## config.mk

```make
export PLATFORM = sky130hd
export DESIGN_NAME = perf_cnt_gate
export DESIGN_NICKNAME = d
export VERILOG_FILES = /design/src/rtl/pcpf_pkg.sv /design/src/rtl/pcpf_cfg_regs.sv /design/src/rtl/pcpf_state_decode.sv /design/src/rtl/pcpf_evt_lane.sv /design/src/rtl/perf_cnt_gate.sv
export SDC_FILE = /design/constraint.sdc
export NUM_CORES = 1
export LEC_CHECK = 0
export BUFFER_PORTS_ARGS = -buffer_cell sky130_fd_sc_hd__clkbuf_2
export CAP_MARGIN = 20
export CORE_ASPECT_RATIO = 1.75
export CORE_UTILIZATION = 45
export CTS_BUF_LIST = sky130_fd_sc_hd__clkbuf_16
export CTS_CLUSTER_SIZE = 10
export DETAILED_ROUTE_END_ITERATION = 8
export HOLD_SLACK_MARGIN = 0.02
export PLACE_DENSITY = 0.77
export SETUP_SLACK_MARGIN = 0.15
export SYNTH_ARGS = -nofsm -noshare
export SYNTH_HDL_FRONTEND = slang
export SYNTH_HIERARCHICAL = 1
export SYNTH_SLANG_ARGS = --single-unit
```

## constraint.sdc

```tcl
create_clock -name clk -period 2.8 [get_ports clk]
set_clock_uncertainty 0.05 [all_clocks]
set_input_delay 0.14 -clock clk [delete_from_list [all_inputs] [get_ports clk]]
set_output_delay 0.14 -clock clk [all_outputs]
set_load 0.01 [all_outputs]
```

## src/rtl/pcpf_pkg.sv

```systemverilog
`timescale 1ns/1ps
package pcpf_pkg;

   localparam int SPLIT_W = 5;

   typedef struct packed {
      logic sec_allow;
      logic mon_split;
      logic mon_cyc_off;
      logic sec_cyc_off;
   } mon_cfg_t;

   typedef struct packed {
      logic [SPLIT_W-1:0] split_pt;
      logic               hi_en;
      logic               lo_el2_off;
      logic               el2_cyc_off;
   } hyp_cfg_t;

   typedef struct packed {
      logic run;
      logic cyc_tied;
   } usr_cfg_t;

   typedef enum logic [1:0] {
      MON_BLOCK_ALL = 2'd0,
      MON_ALLOW_ALL = 2'd1,
      MON_BLOCK_LOW = 2'd2
   } mon_mode_e;

   typedef struct packed {
      logic      at_mon;
      logic      at_hyp;
      logic      sec_lower;
      logic      is_sec;
      logic      sec_ok;
      mon_mode_e mon_mode;
   } state_t;

   function automatic mon_mode_e decode_mon(input logic sa, input logic ms);
      unique case ({sa, ms})
         2'b10:   decode_mon = MON_ALLOW_ALL;
         2'b11:   decode_mon = MON_BLOCK_LOW;
         default: decode_mon = MON_BLOCK_ALL;
      endcase
   endfunction

endpackage

```

## src/rtl/pcpf_cfg_regs.sv

```systemverilog
`timescale 1ns/1ps
module pcpf_cfg_regs
   import pcpf_pkg::*;
#(
   parameter int NCNT = 8,
   parameter int DW   = 32
) (
   input  logic            clk,
   input  logic            rst_n,
   input  logic            we,
   input  logic [1:0]      sel,
   input  logic [DW-1:0]   wdata,
   output mon_cfg_t        mon_q,
   output hyp_cfg_t        hyp_q,
   output usr_cfg_t        usr_q,
   output logic [NCNT-1:0] mask_q
);

   localparam int HI_BIT  = 8;
   localparam int LO_BIT  = 9;
   localparam int HC_BIT  = 10;
   localparam logic [SPLIT_W-1:0] SPLIT_RST = SPLIT_W'(NCNT);

   always_ff @(posedge clk) begin
      if (!rst_n) begin
         mon_q  <= '0;
         hyp_q  <= '{split_pt: SPLIT_RST, hi_en: 1'b0, lo_el2_off: 1'b0, el2_cyc_off: 1'b0};
         usr_q  <= '0;
         mask_q <= '0;
      end else if (we) begin
         unique case (sel)
            2'd0: mon_q <= '{sec_allow: wdata[0], mon_split: wdata[1],
                             mon_cyc_off: wdata[2], sec_cyc_off: wdata[3]};
            2'd1: hyp_q <= '{split_pt: wdata[SPLIT_W-1:0], hi_en: wdata[HI_BIT],
                             lo_el2_off: wdata[LO_BIT], el2_cyc_off: wdata[HC_BIT]};
            2'd2: usr_q <= '{run: wdata[0], cyc_tied: wdata[1]};
            default: mask_q <= wdata[NCNT-1:0];
         endcase
      end
   end

endmodule

```

## src/rtl/pcpf_state_decode.sv

```systemverilog
`timescale 1ns/1ps
module pcpf_state_decode
   import pcpf_pkg::*;
(
   input  logic [1:0] cur_el,
   input  logic       in_secure,
   input  mon_cfg_t   mon,
   input  hyp_cfg_t   hyp,
   output state_t     st,
   output logic       low_block
);

   always_comb begin
      st.at_mon    = (cur_el == 2'd3);
      st.at_hyp    = (cur_el == 2'd2);
      st.is_sec    = in_secure;
      st.sec_lower = in_secure && (cur_el != 2'd3);
      st.sec_ok    = mon.sec_allow | mon.mon_split;
      st.mon_mode  = decode_mon(mon.sec_allow, mon.mon_split);
      low_block    = (st.at_mon && (st.mon_mode != MON_ALLOW_ALL))
                   | (st.sec_lower && !st.sec_ok)
                   | (st.at_hyp && hyp.lo_el2_off);
   end

endmodule

```

## src/rtl/pcpf_evt_lane.sv

```systemverilog
`timescale 1ns/1ps
module pcpf_evt_lane
   import pcpf_pkg::*;
#(
   parameter int IDX = 0
) (
   input  state_t   st,
   input  hyp_cfg_t hyp,
   input  logic     run,
   input  logic     mask_bit,
   output logic     en
);

   localparam logic [SPLIT_W-1:0] IDX_C = SPLIT_W'(IDX);

   logic is_low, hi_blk, mon_blk, sec_blk, hyp_blk;

   always_comb begin
      is_low  = (IDX_C < hyp.split_pt);
      hi_blk  = !is_low && !hyp.hi_en;
      mon_blk = st.at_mon && ((st.mon_mode == MON_BLOCK_ALL) ||
                              ((st.mon_mode == MON_BLOCK_LOW) && is_low));
      sec_blk = st.sec_lower && !st.sec_ok;
      hyp_blk = st.at_hyp && is_low && hyp.lo_el2_off;
      en      = run && mask_bit && !(hi_blk || mon_blk || sec_blk || hyp_blk);
   end

endmodule

```

## src/rtl/perf_cnt_gate.sv

```systemverilog
`timescale 1ns/1ps
module perf_cnt_gate
   import pcpf_pkg::*;
#(
   parameter int NCNT = 8,
   parameter int DW   = 32
) (
   input  logic            clk,
   input  logic            rst_n,
   input  logic            cfg_we,
   input  logic [1:0]      cfg_sel,
   input  logic [DW-1:0]   cfg_wdata,
   input  logic [1:0]      cur_el,
   input  logic            in_secure,
   output logic [NCNT-1:0] evt_en,
   output logic            cyc_en
);

   if (NCNT < 1 || NCNT > 31) begin : g_bad_ncnt
      $error("perf_cnt_gate: NCNT must lie in 1..31");
   end
   if (DW < 11 || DW < NCNT) begin : g_bad_dw
      $error("perf_cnt_gate: DW too narrow for the register fields");
   end

   mon_cfg_t        mon_q;
   hyp_cfg_t        hyp_q;
   usr_cfg_t        usr_q;
   logic [NCNT-1:0] mask_q;
   state_t          st;
   logic            low_block;

   pcpf_cfg_regs #(.NCNT(NCNT), .DW(DW)) u_regs (
      .clk    (clk),
      .rst_n  (rst_n),
      .we     (cfg_we),
      .sel    (cfg_sel),
      .wdata  (cfg_wdata),
      .mon_q  (mon_q),
      .hyp_q  (hyp_q),
      .usr_q  (usr_q),
      .mask_q (mask_q)
   );

   pcpf_state_decode u_dec (
      .cur_el    (cur_el),
      .in_secure (in_secure),
      .mon       (mon_q),
      .hyp       (hyp_q),
      .st        (st),
      .low_block (low_block)
   );

   for (genvar i = 0; i < NCNT; i++) begin : g_lane
      pcpf_evt_lane #(.IDX(i)) u_lane (
         .st       (st),
         .hyp      (hyp_q),
         .run      (usr_q.run),
         .mask_bit (mask_q[i]),
         .en       (evt_en[i])
      );
   end

   always_comb begin
      cyc_en = usr_q.run
             && !(st.at_mon && mon_q.mon_cyc_off)
             && !(st.is_sec && mon_q.sec_cyc_off)
             && !(st.at_hyp && hyp_q.el2_cyc_off)
             && !(usr_q.cyc_tied && low_block);
   end

endmodule

```

==> results of run 1 <==
## area by class of cell
cell class	instances	area, sq um
fill	302	1430
timing repair buffer	27	135
multi-input combinational	128	928
clock buffer	3	75.1
tap	43	53.8
sequential	22	440
inverter	12	45.0
## through the flow
stage / setup WS (ns) / cells / area [sq um] / total power, mW
3_3_place_gp: 1.00 / 232 / 1600 / 0.446
2_1_floorplan: 1.28 / 168 / 1450 / 0.419
5_1_grt: 0.494 / 235 / 1680 / 0.764
3_5_place_dp: 0.955 / 232 / 1600 / 0.448
4_1_cts: 0.672 / 235 / 1680 / 0.735
6_report: 0.705 / 235 / 1680 / 0.727
## cells by family after synthesis
family	Yosys count	share of synthesized area
AO/OA/AOI/OAI	36	0.207
multiplexers	23	0.162
flip-flops	22	0.303
buffers and inverters	18	0.0577
AND/OR/NAND/NOR	69	0.270
## cell usage after synthesis, drive strengths merged (2+ instances only)
| master | n | area, sq um |
|---|---|---|
| a211oi | 6 | 60.1 |
| a21oi | 8 | 47.6 |
| a221o | 2 | 20.0 |
| and2 | 2 | 13.8 |
| buf | 6 | 38.8 |
| dfxtp | 22 | 440 |
| inv | 12 | 45.0 |
| mux2i | 22 | 220 |
| nand2 | 40 | 153 |
| nand2b | 6 | 37.5 |
| nand3b | 2 | 15.0 |
| nor2 | 2 | 15.0 |
| nor2b | 4 | 25.0 |
| nor3 | 2 | 20.0 |
| nor3b | 2 | 25.0 |
| o211ai | 8 | 60.1 |
| o21ai | 6 | 33.8 |
| or3b | 2 | 17.5 |
## sequential cells by signal, indices dropped and copies added (netlist names)
signal         cells
u_regs/hyp_q       8
u_regs/mon_q       4
u_regs/usr_q       2
u_regs/mask_q      8
## routing by layer
layer / part of all wire / vias up / global-route usage
li1: - / 646 / -
met1: 0.43 / 567 / 0.235
met2: 0.53 / 22 / 0.357
met3: 0.027 / 4 / 0.0353
met4: 0.012 / 0 / 0.0515
met5: 0 / - / 0
## final timing paths
path                                       start  slack [ns]                to  cells after the start
worst max-delay path             u_regs/mon_q[3]        0.70         evt_en[2]                      5
worst min-delay path                cfg_wdata[7]        0.06  u_regs/mask_q[7]                      3
worst max register to register   u_regs/hyp_q[7]        1.78   u_regs/hyp_q[7]                      2
worst min register to register  u_regs/mask_q[5]        0.41  u_regs/mask_q[5]                      2
## power by group through the flow
stage | Clock (mW) | Sequential [mW] | Combinational, mW
2_1_floorplan | 0 | 0.345 | 0.0732
3_3_place_gp | 0 | 0.349 | 0.0964
3_5_place_dp | 0 | 0.350 | 0.0981
4_1_cts | 0.294 | 0.343 | 0.0985
5_1_grt | 0.309 | 0.345 | 0.110
6_report | 0.286 | 0.343 | 0.0979
## worst max-delay path, delay by kind of cell (launching register included)
kind / cells / cell delay (ns)
compound gates: 2 / 0.36
buf+inv: 1 / 0.17
flops: 1 / 0.40
simple gates: 2 / 0.71
==> results.sh, run 1 <==
export IMPL_status="finished, final reports clean"
export IMPL_drt_pass1_iterations=5
export IMPL_grt_setup_unrepaired="no"
export IMPL_drt_initial_drc_count=34
export IMPL_nets=234
export IMPL_cts_resized=0
export IMPL_via_per_inst=5.27
export IMPL_cp_slowest_cell="nor2b_1"
export IMPL_n_antenna_cell=0
export IMPL_cts_root_buf="clkbuf_16"
export IMPL_post_cts_buffers=0
export IMPL_path_clk_slew_ns=0.05
export IMPL_htree_num_levels=1
export IMPL_switching_share=0.233
export IMPL_yosysSeqAreaShare=0.303
export IMPL_clk_latency_ns=0.25
export IMPL_syn_to_final_growth_pct=15.5
export IMPL_tightest_slew_ns=0.641
export IMPL_finalWeightedCongestion=0.790
export IMPL_drc=0
export IMPL_cp_end_kind="output pin"
export IMPL_grt_use_total=0.201
export IMPL_min_path_type="in2reg"
export IMPL_worstPathArrival_ns=1.91
export IMPL_fin_util=0.540
export IMPL_ctsHoldBuffers=0
export IMPL_routed_wl_microns=2980
export IMPL_grt_antenna_before_repair=0
export IMPL_required_ns=2.61
export IMPL_cts_made_buffers=3
export IMPL_tns_ns=0
export IMPL_min_period_ns=2.10
export IMPL_grt_max_degree=34
export IMPL_max_clock_path_buffers=2
export IMPL_syn_nets=208
export IMPL_slew_headroom=0.572
export IMPL_layout_common_cells="39 x nand2_1, 27 x clkbuf_2, 22 x mux2i_1, 22 x dfxtp_1, 12 x inv_1"
export IMPL_final_common_cell="nand2_1"
export IMPL_ios=49
export IMPL_max_stage_delay_ns=0.52
export IMPL_leakage_nw=0.741
export IMPL_grt_overflow_total=0
export IMPL_maxCapViolCount=0
export IMPL_criticalPathCategory="reg2out"
export IMPL_power_share_sequential=0.472
export IMPL_p_switching_mw=0.169
export IMPL_synthesis_area_sq_um=1450
export IMPL_grt_first_pass_wirelength_microns=5380
export IMPL_final_max_slew_viol_count=0
export IMPL_synth_edf_count=0
export IMPL_internal_power_mw=0.557
export IMPL_die_h_microns=77.2
export IMPL_yosys_warnings=6
export IMPL_dp_hpwl_microns=2320
export IMPL_die_w_microns=45.0
export IMPL_finalHoldViolations=0
export IMPL_wl_per_cell_microns=12.7
export IMPL_synth_seq_cells=22
export IMPL_fin_crit_sh=0.748
export IMPL_cp_cell_sequence="nor2b_1, nand2b_1, o21ai_0, a211oi_1, clkbuf_2"
export IMPL_drive_gt1_frac=0.266
export IMPL_dieArea_sq_um=3470
export IMPL_timing_fmax_mhz=477
export IMPL_start_util=0.467
export IMPL_grt_pass1_vias=1224
export IMPL_clock_sinks=22
export IMPL_synth_ff_type="dfxtp_1"
export IMPL_rows=27
export IMPL_synthCells=168
export IMPL_syn_area_per_cell_sq_um=8.65
export IMPL_cts_tree="built"
export IMPL_io_buffers=27
export IMPL_antenna_left=0
export IMPL_startpoint_type="register"
export IMPL_peakVddDrop_v=0.000507
export IMPL_synth_distinct_cells=42
export IMPL_setup_viol=0
export IMPL_coreArea_sq_um=3110
export IMPL_num_vias=1239
export IMPL_combPwrFrac=0.135
export IMPL_cp_max_fo=11
export IMPL_p_clk_frac=0.393
export IMPL_whs_ns=0.0644
export IMPL_power_density_nw_per_um2=433
export IMPL_async_flop_share=0
(Power assumes the default switching activity.)
==> run 2, diff against run 1 <==
- ABC_AREA: unset -> 1
- PLACE_DENSITY: 0.77 -> 0.75
- clock period: 2.8 -> 2.2 ns (I/O delays scaled with it)
==> results.sh, run 2 <==
export IMPL_slew_headroom=0.578
export IMPL_drt_initial_drc_count=34
export IMPL_grt_max_degree=23
export IMPL_whs_ns=0.0257
export IMPL_dp_hpwl_microns=2770
export IMPL_max_stage_delay_ns=0.70
export IMPL_cp_max_fo=10
export IMPL_num_vias=1722
export IMPL_grt_setup_unrepaired="no"
export IMPL_yosysMostFrequentCell="nand2_1"
export IMPL_synth_xor_area_share=0
export IMPL_grt_pass1_vias=1564
export IMPL_drc=0
export IMPL_peakVddDrop_v=0.000551
export IMPL_worst_slack_ns=0.574
export IMPL_cp_end_kind="output pin"
export IMPL_crit_path_frequent_cell="nor2_1"
export IMPL_place_ws_ns=0.713
export IMPL_wl_per_cell_microns=9.44
export IMPL_place_area_sq_um=1850
export IMPL_yosys_warnings=6
export IMPL_post_cts_buffers=0
export IMPL_timing_fmax_mhz=615
export IMPL_fin_crit_sh=0.739
export IMPL_rows=29
export IMPL_clock_sinks=22
export IMPL_yosysTopAreaCellShare=0.258
export IMPL_grt_overflow_total=0
export IMPL_crit_buf_inv=1
export IMPL_yosysTopAreaCell="dfxtp_1"
export IMPL_syn_to_final_growth_pct=12.8
export IMPL_grt_antenna_before_repair=0
export IMPL_routed_wl_microns=3610
export IMPL_dieArea_sq_um=4050
export IMPL_synth_common_cells="87 x nand2_1, 70 x inv_1, 58 x nor2_1, 27 x nand3_1, 22 x dfxtp_1"
export IMPL_cts_resized=0
export IMPL_cts_tree="built"
export IMPL_grt_first_pass_wirelength_microns=6510
export IMPL_synthesis_area_sq_um=1710
export IMPL_via_per_inst=4.51
export IMPL_path_clk_slew_ns=0.06
export IMPL_grt_use_total=0.198
export IMPL_synthMuxAreaShare=0
export IMPL_syn_area_per_cell_sq_um=5.48
export IMPL_synth_distinct_cells=19
export IMPL_die_w_microns=48.5
export IMPL_leakage_nw=1.06
export IMPL_synthAdderAreaFrac=0
export IMPL_maxCapViolCount=0
export IMPL_startpoint_type="register"
export IMPL_ios=49
export IMPL_yosysSeqAreaShare=0.258
export IMPL_synth_ff_type="dfxtp_1"
export IMPL_start_util=0.470
export IMPL_syn_nets=351
export IMPL_min_path_type="in2reg"
export IMPL_io_buffers=27
export IMPL_synth_area_leaders="dfxtp_1 26%, nand2_1 19%, inv_1 15%"
export IMPL_yosys_area_share_simple=0.500
export IMPL_antenna_left=0
export IMPL_die_h_microns=83.4
export IMPL_finalHoldViolations=0
export IMPL_required_ns=2.04
export IMPL_synth_edf_count=0
export IMPL_max_clock_path_buffers=2
export IMPL_drt_pass1_iterations=4
export IMPL_final_common_cell="nand2_1"
export IMPL_synth_seq_cells=22
export IMPL_worstPathArrival_ns=1.47
export IMPL_criticalPathCategory="reg2out"
export IMPL_stdcell_area_sq_um=1920
export IMPL_layout_common_cells="87 x nand2_1, 70 x inv_1, 58 x nor2_1"
export IMPL_setup_viol=0
export IMPL_cp_top_family="flip-flops"
export IMPL_cts_root_buf="clkbuf_16"
export IMPL_final_max_slew_viol_count=0
export IMPL_drive_gt1_frac=0.158
export IMPL_n_antenna_cell=0
export IMPL_ctsHoldBuffers=0
export IMPL_status="finished, final reports clean"
export IMPL_synthCells=311
export IMPL_tns_ns=0
export IMPL_synth_top_family_by_area="simple AND/OR/NAND/NOR gates"
export IMPL_power_density_nw_per_um2=516
export IMPL_synth_compound_area_frac=0.0477
export IMPL_htree_num_levels=1
export IMPL_cts_made_buffers=3
export IMPL_coreArea_sq_um=3630
export IMPL_cp_slowest_cell="dfxtp_1"
export IMPL_clk_latency_ns=0.25
export IMPL_cp_cell_sequence="nor2_1, nand2_1, nand3_1, nor2_1, clkbuf_2"
export IMPL_nets=377
export IMPL_finalWeightedCongestion=0.848
export IMPL_async_flop_share=0
export IMPL_min_period_ns=1.63
export IMPL_reg_largest_list="u_regs/hyp_q (8), u_regs/mask_q (8), u_regs/mon_q (4)"
export IMPL_tightest_slew_ns=0.631
## run 2: changes by cell type after synthesis, sizes merged, moves of 5 or more
cell | previous run | this run
a211oi | 6 | 0
nand2b | 6 | 0
a21oi | 8 | 13
o211ai | 8 | 0
mux2i | 22 | 0
inv | 12 | 72
nor2 | 2 | 69
nand2 | 40 | 89
nand3 | 1 | 32
o21ai | 6 | 1
## run 2: worst register-to-register path, cell delays in order, from the launching register on
cell     delay, ns
dfxtp_1       0.63
inv_1         0.09
nand2_1       0.08
nand2_1       0.05
nor2_1        0.08
## run 2: per-stage QoR
step	total power [mW]	util	cells
after global placement	0.618	0.509	378
after detailed placement	0.623	0.509	378
after global routing	1.05	0.530	382
final	0.993	0.530	382
after floorplan	0.577	-	311
after CTS	1.00	0.530	382
## run 2: cell type report
| cell class | instances | area [sq um] |
|---|---|---|
| clock inverter | 1 | 3.75 |
| timing repair buffer | 27 | 135 |
| sequential | 22 | 440 |
| fill | 399 | 1700 |
| multi-input combinational | 209 | 935 |
| inverter | 74 | 278 |
| clock buffer | 3 | 75.1 |
| tap | 46 | 57.6 |
## run 2: power breakdown
group / switching (mW) / internal (mW) / total [mW]
logic: 0.105 / 0.0595 / 0.164
clock network: 0.136 / 0.242 / 0.378
registers: 0.0310 / 0.420 / 0.451
## run 2: worst paths after layout
path	from	endpoint	slack, ns	depth (start not counted)
max reg2reg	u_regs/hyp_q[7]	u_regs/hyp_q[7]	1.16	4
max	u_regs/hyp_q[6]	evt_en[7]	0.57	5
min reg2reg	u_regs/mon_q[1]	u_regs/mon_q[1]	0.43	2
min	cfg_wdata[8]	u_regs/hyp_q[2]	0.03	3
## run 2: cell families after synthesis
| kind of cell | Yosys count |
|---|---|
| simple gates | 195 |
| buf+inv | 80 |
| flops | 22 |
| compound gates | 14 |
## run 2: per-layer routing
metal / GRT usage / up-vias / part of all wire
met5: 0 / - / 0
met4: 0.0936 / 0 / 0.014
met3: 0.0165 / 4 / 0.021
met2: 0.369 / 29 / 0.53
met1: 0.221 / 726 / 0.43
li1: - / 963 / -
==> run 3, diff against run 2 <==
- clock period: 2.2 -> 1.5 ns (I/O delays scaled with it)
==> results.sh, run 3 (synthesized netlist as in run 2, its figures left out) <==
export IMPL_status="finished, final reports clean"
export IMPL_antenna_left=0
export IMPL_coreArea_sq_um=3630
export IMPL_start_util=0.470
export IMPL_min_path_type="in2reg"
export IMPL_finalWeightedCongestion=0.830
export IMPL_via_per_inst=4.57
export IMPL_reg_largest_list="u_regs/hyp_q (8), u_regs/mask_q (8), u_regs/mon_q (4)"
export IMPL_dp_hpwl_microns=2800
export IMPL_nets=386
export IMPL_slew_headroom=0.604
export IMPL_grt_antenna_before_repair=0
export IMPL_finalHoldViolations=0
export IMPL_grt_first_pass_wirelength_microns=6660
export IMPL_grt_overflow_total=0
export IMPL_startpoint_type="register"
export IMPL_final_common_cell="nand2_1"
export IMPL_drt_initial_drc_count=58
export IMPL_io_buffers=27
export IMPL_tns_ns=0
export IMPL_power_density_nw_per_um2=717
export IMPL_cts_tree="built"
export IMPL_grt_busiest_layer="met2"
export IMPL_final_max_slew_viol_count=0
export IMPL_worstPathArrival_ns=1.30
export IMPL_grt_use_met3=0.0110
export IMPL_ios=49
export IMPL_peakVddDrop_v=0.000794
export IMPL_layout_common_cells="86 x nand2_1, 61 x inv_1, 56 x nor2_1"
export IMPL_clk_latency_ns=0.25
export IMPL_maxCapViolCount=0
export IMPL_drive_gt1_frac=0.243
export IMPL_clock_sinks=22
export IMPL_grt_pass1_vias=1576
export IMPL_grt_met1_usage=0.214
export IMPL_max_clock_path_buffers=2
export IMPL_grt_use_met2=0.396
export IMPL_cp_cell_sequence="buf_6, nor2_4, nand3_2, nand2_1, nand3_1, nor2_1, clkbuf_2"
export IMPL_die_w_microns=48.5
export IMPL_fin_crit_sh=0.949
export IMPL_cts_root_buf="clkbuf_16"
export IMPL_min_period_ns=1.42
export IMPL_cp_end_kind="output pin"
export IMPL_grt_setup_unrepaired="yes"
export IMPL_cp_slowest_cell="dfxtp_2"
export IMPL_criticalPathCategory="reg2out"
export IMPL_grt_use_total=0.203
export IMPL_dieArea_sq_um=4050
export IMPL_leakage_nw=1.11
export IMPL_rrSetupSlack_ns=0.62
export IMPL_fillers=379
export IMPL_timing_fmax_mhz=703
export IMPL_required_ns=1.37
export IMPL_routed_wl_microns=3900
export IMPL_whs_ns=0.0182
export IMPL_setup_viol=0
export IMPL_wl_per_cell_microns=9.98
export IMPL_die_h_microns=83.4
export IMPL_drt_pass1_iterations=4
export IMPL_drc=0
export IMPL_path_clk_slew_ns=0.06
export IMPL_tightest_slew_ns=0.592
export IMPL_n_antenna_cell=0
export IMPL_seq_area_sq_um=459
export IMPL_htree_num_levels=1
export IMPL_num_vias=1786
export IMPL_multi_input_area_sq_um=996
export IMPL_grt_max_degree=23
export IMPL_rows=29
export IMPL_syn_to_final_growth_pct=23.6
export IMPL_max_stage_delay_ns=0.34
export IMPL_cp_max_fo=5
export IMPL_cts_made_buffers=3
## run 3: cell types whose count changed in the layout (fill, tap and decap cells not counted), moves of 5 or more
cell	previous run	this run
buf_2	0	6
inv_2	2	8
a21oi_1	11	6
a21oi_2	2	7
dfxtp_2	0	6
inv_1	70	61
nor2_4	2	9
nor2_2	9	4
dlygate4sd3_1	0	5
dfxtp_1	22	13
clkbuf_2	27	21
## run 3: area by class of cell
cell class | instances | area share
timing repair buffer | 36 | 0.107
sequential | 22 | 0.218
multi-input combinational | 209 | 0.473
inverter | 74 | 0.137
tap | 46 | 0.0273
clock inverter | 1 | 0.00178
clock buffer | 3 | 0.0356
## run 3: routing by layer
metal  wire length [microns]  part of all wire
met1                    1580              0.40
met3                      77             0.020
met4                      86             0.022
met2                    2160              0.55
met5                       0                 0
## run 3: worst max-delay path, delay by kind of cell (launching register included)
family | cells | cell delay (ns)
flops | 1 | 0.34
buf+inv | 2 | 0.28
simple gates | 5 | 0.42
## run 3: worst paths after layout
kind              startpoint          endpoint  cells after the start
max          u_regs/hyp_q[6]         evt_en[0]                      7
min             cfg_wdata[4]  u_regs/mask_q[4]                      3
max reg2reg  u_regs/hyp_q[7]   u_regs/hyp_q[7]                      5
min reg2reg  u_regs/mon_q[1]   u_regs/mon_q[1]                      2
## run 3: what timing repair did
item / 4_1_cts / 5_1_grt
resized for setup: 32 / 19
pin swaps: 7 / 6
hold endpoints to repair: 5 / 0
buffers inserted: 0 / 1
gates cloned: 1 / 0
setup endpoints to repair: 9 / 9
hold buffers: 5 / 0
## run 3: where the power goes
group          switching [mW]  total, mW  internal (mW)  leakage [nW]
sequential             0.0387      0.654          0.615         0.184
combinational           0.185      0.296          0.111         0.885
clock                   0.205      0.561          0.356        0.0385
## run 3: through the flow
stage	area [sq um]	utilization	instances	worst slack, ns	total power, mW
2_1_floorplan	1710	-	311	0.379	0.846
4_1_cts	2070	0.571	390	0.0952	1.51
3_3_place_gp	1860	0.513	380	0.112	0.911
5_1_grt	2110	0.581	391	0.0304	1.59
3_5_place_dp	1860	0.513	380	0.0850	0.918
6_report	2110	0.581	391	0.0767	1.51
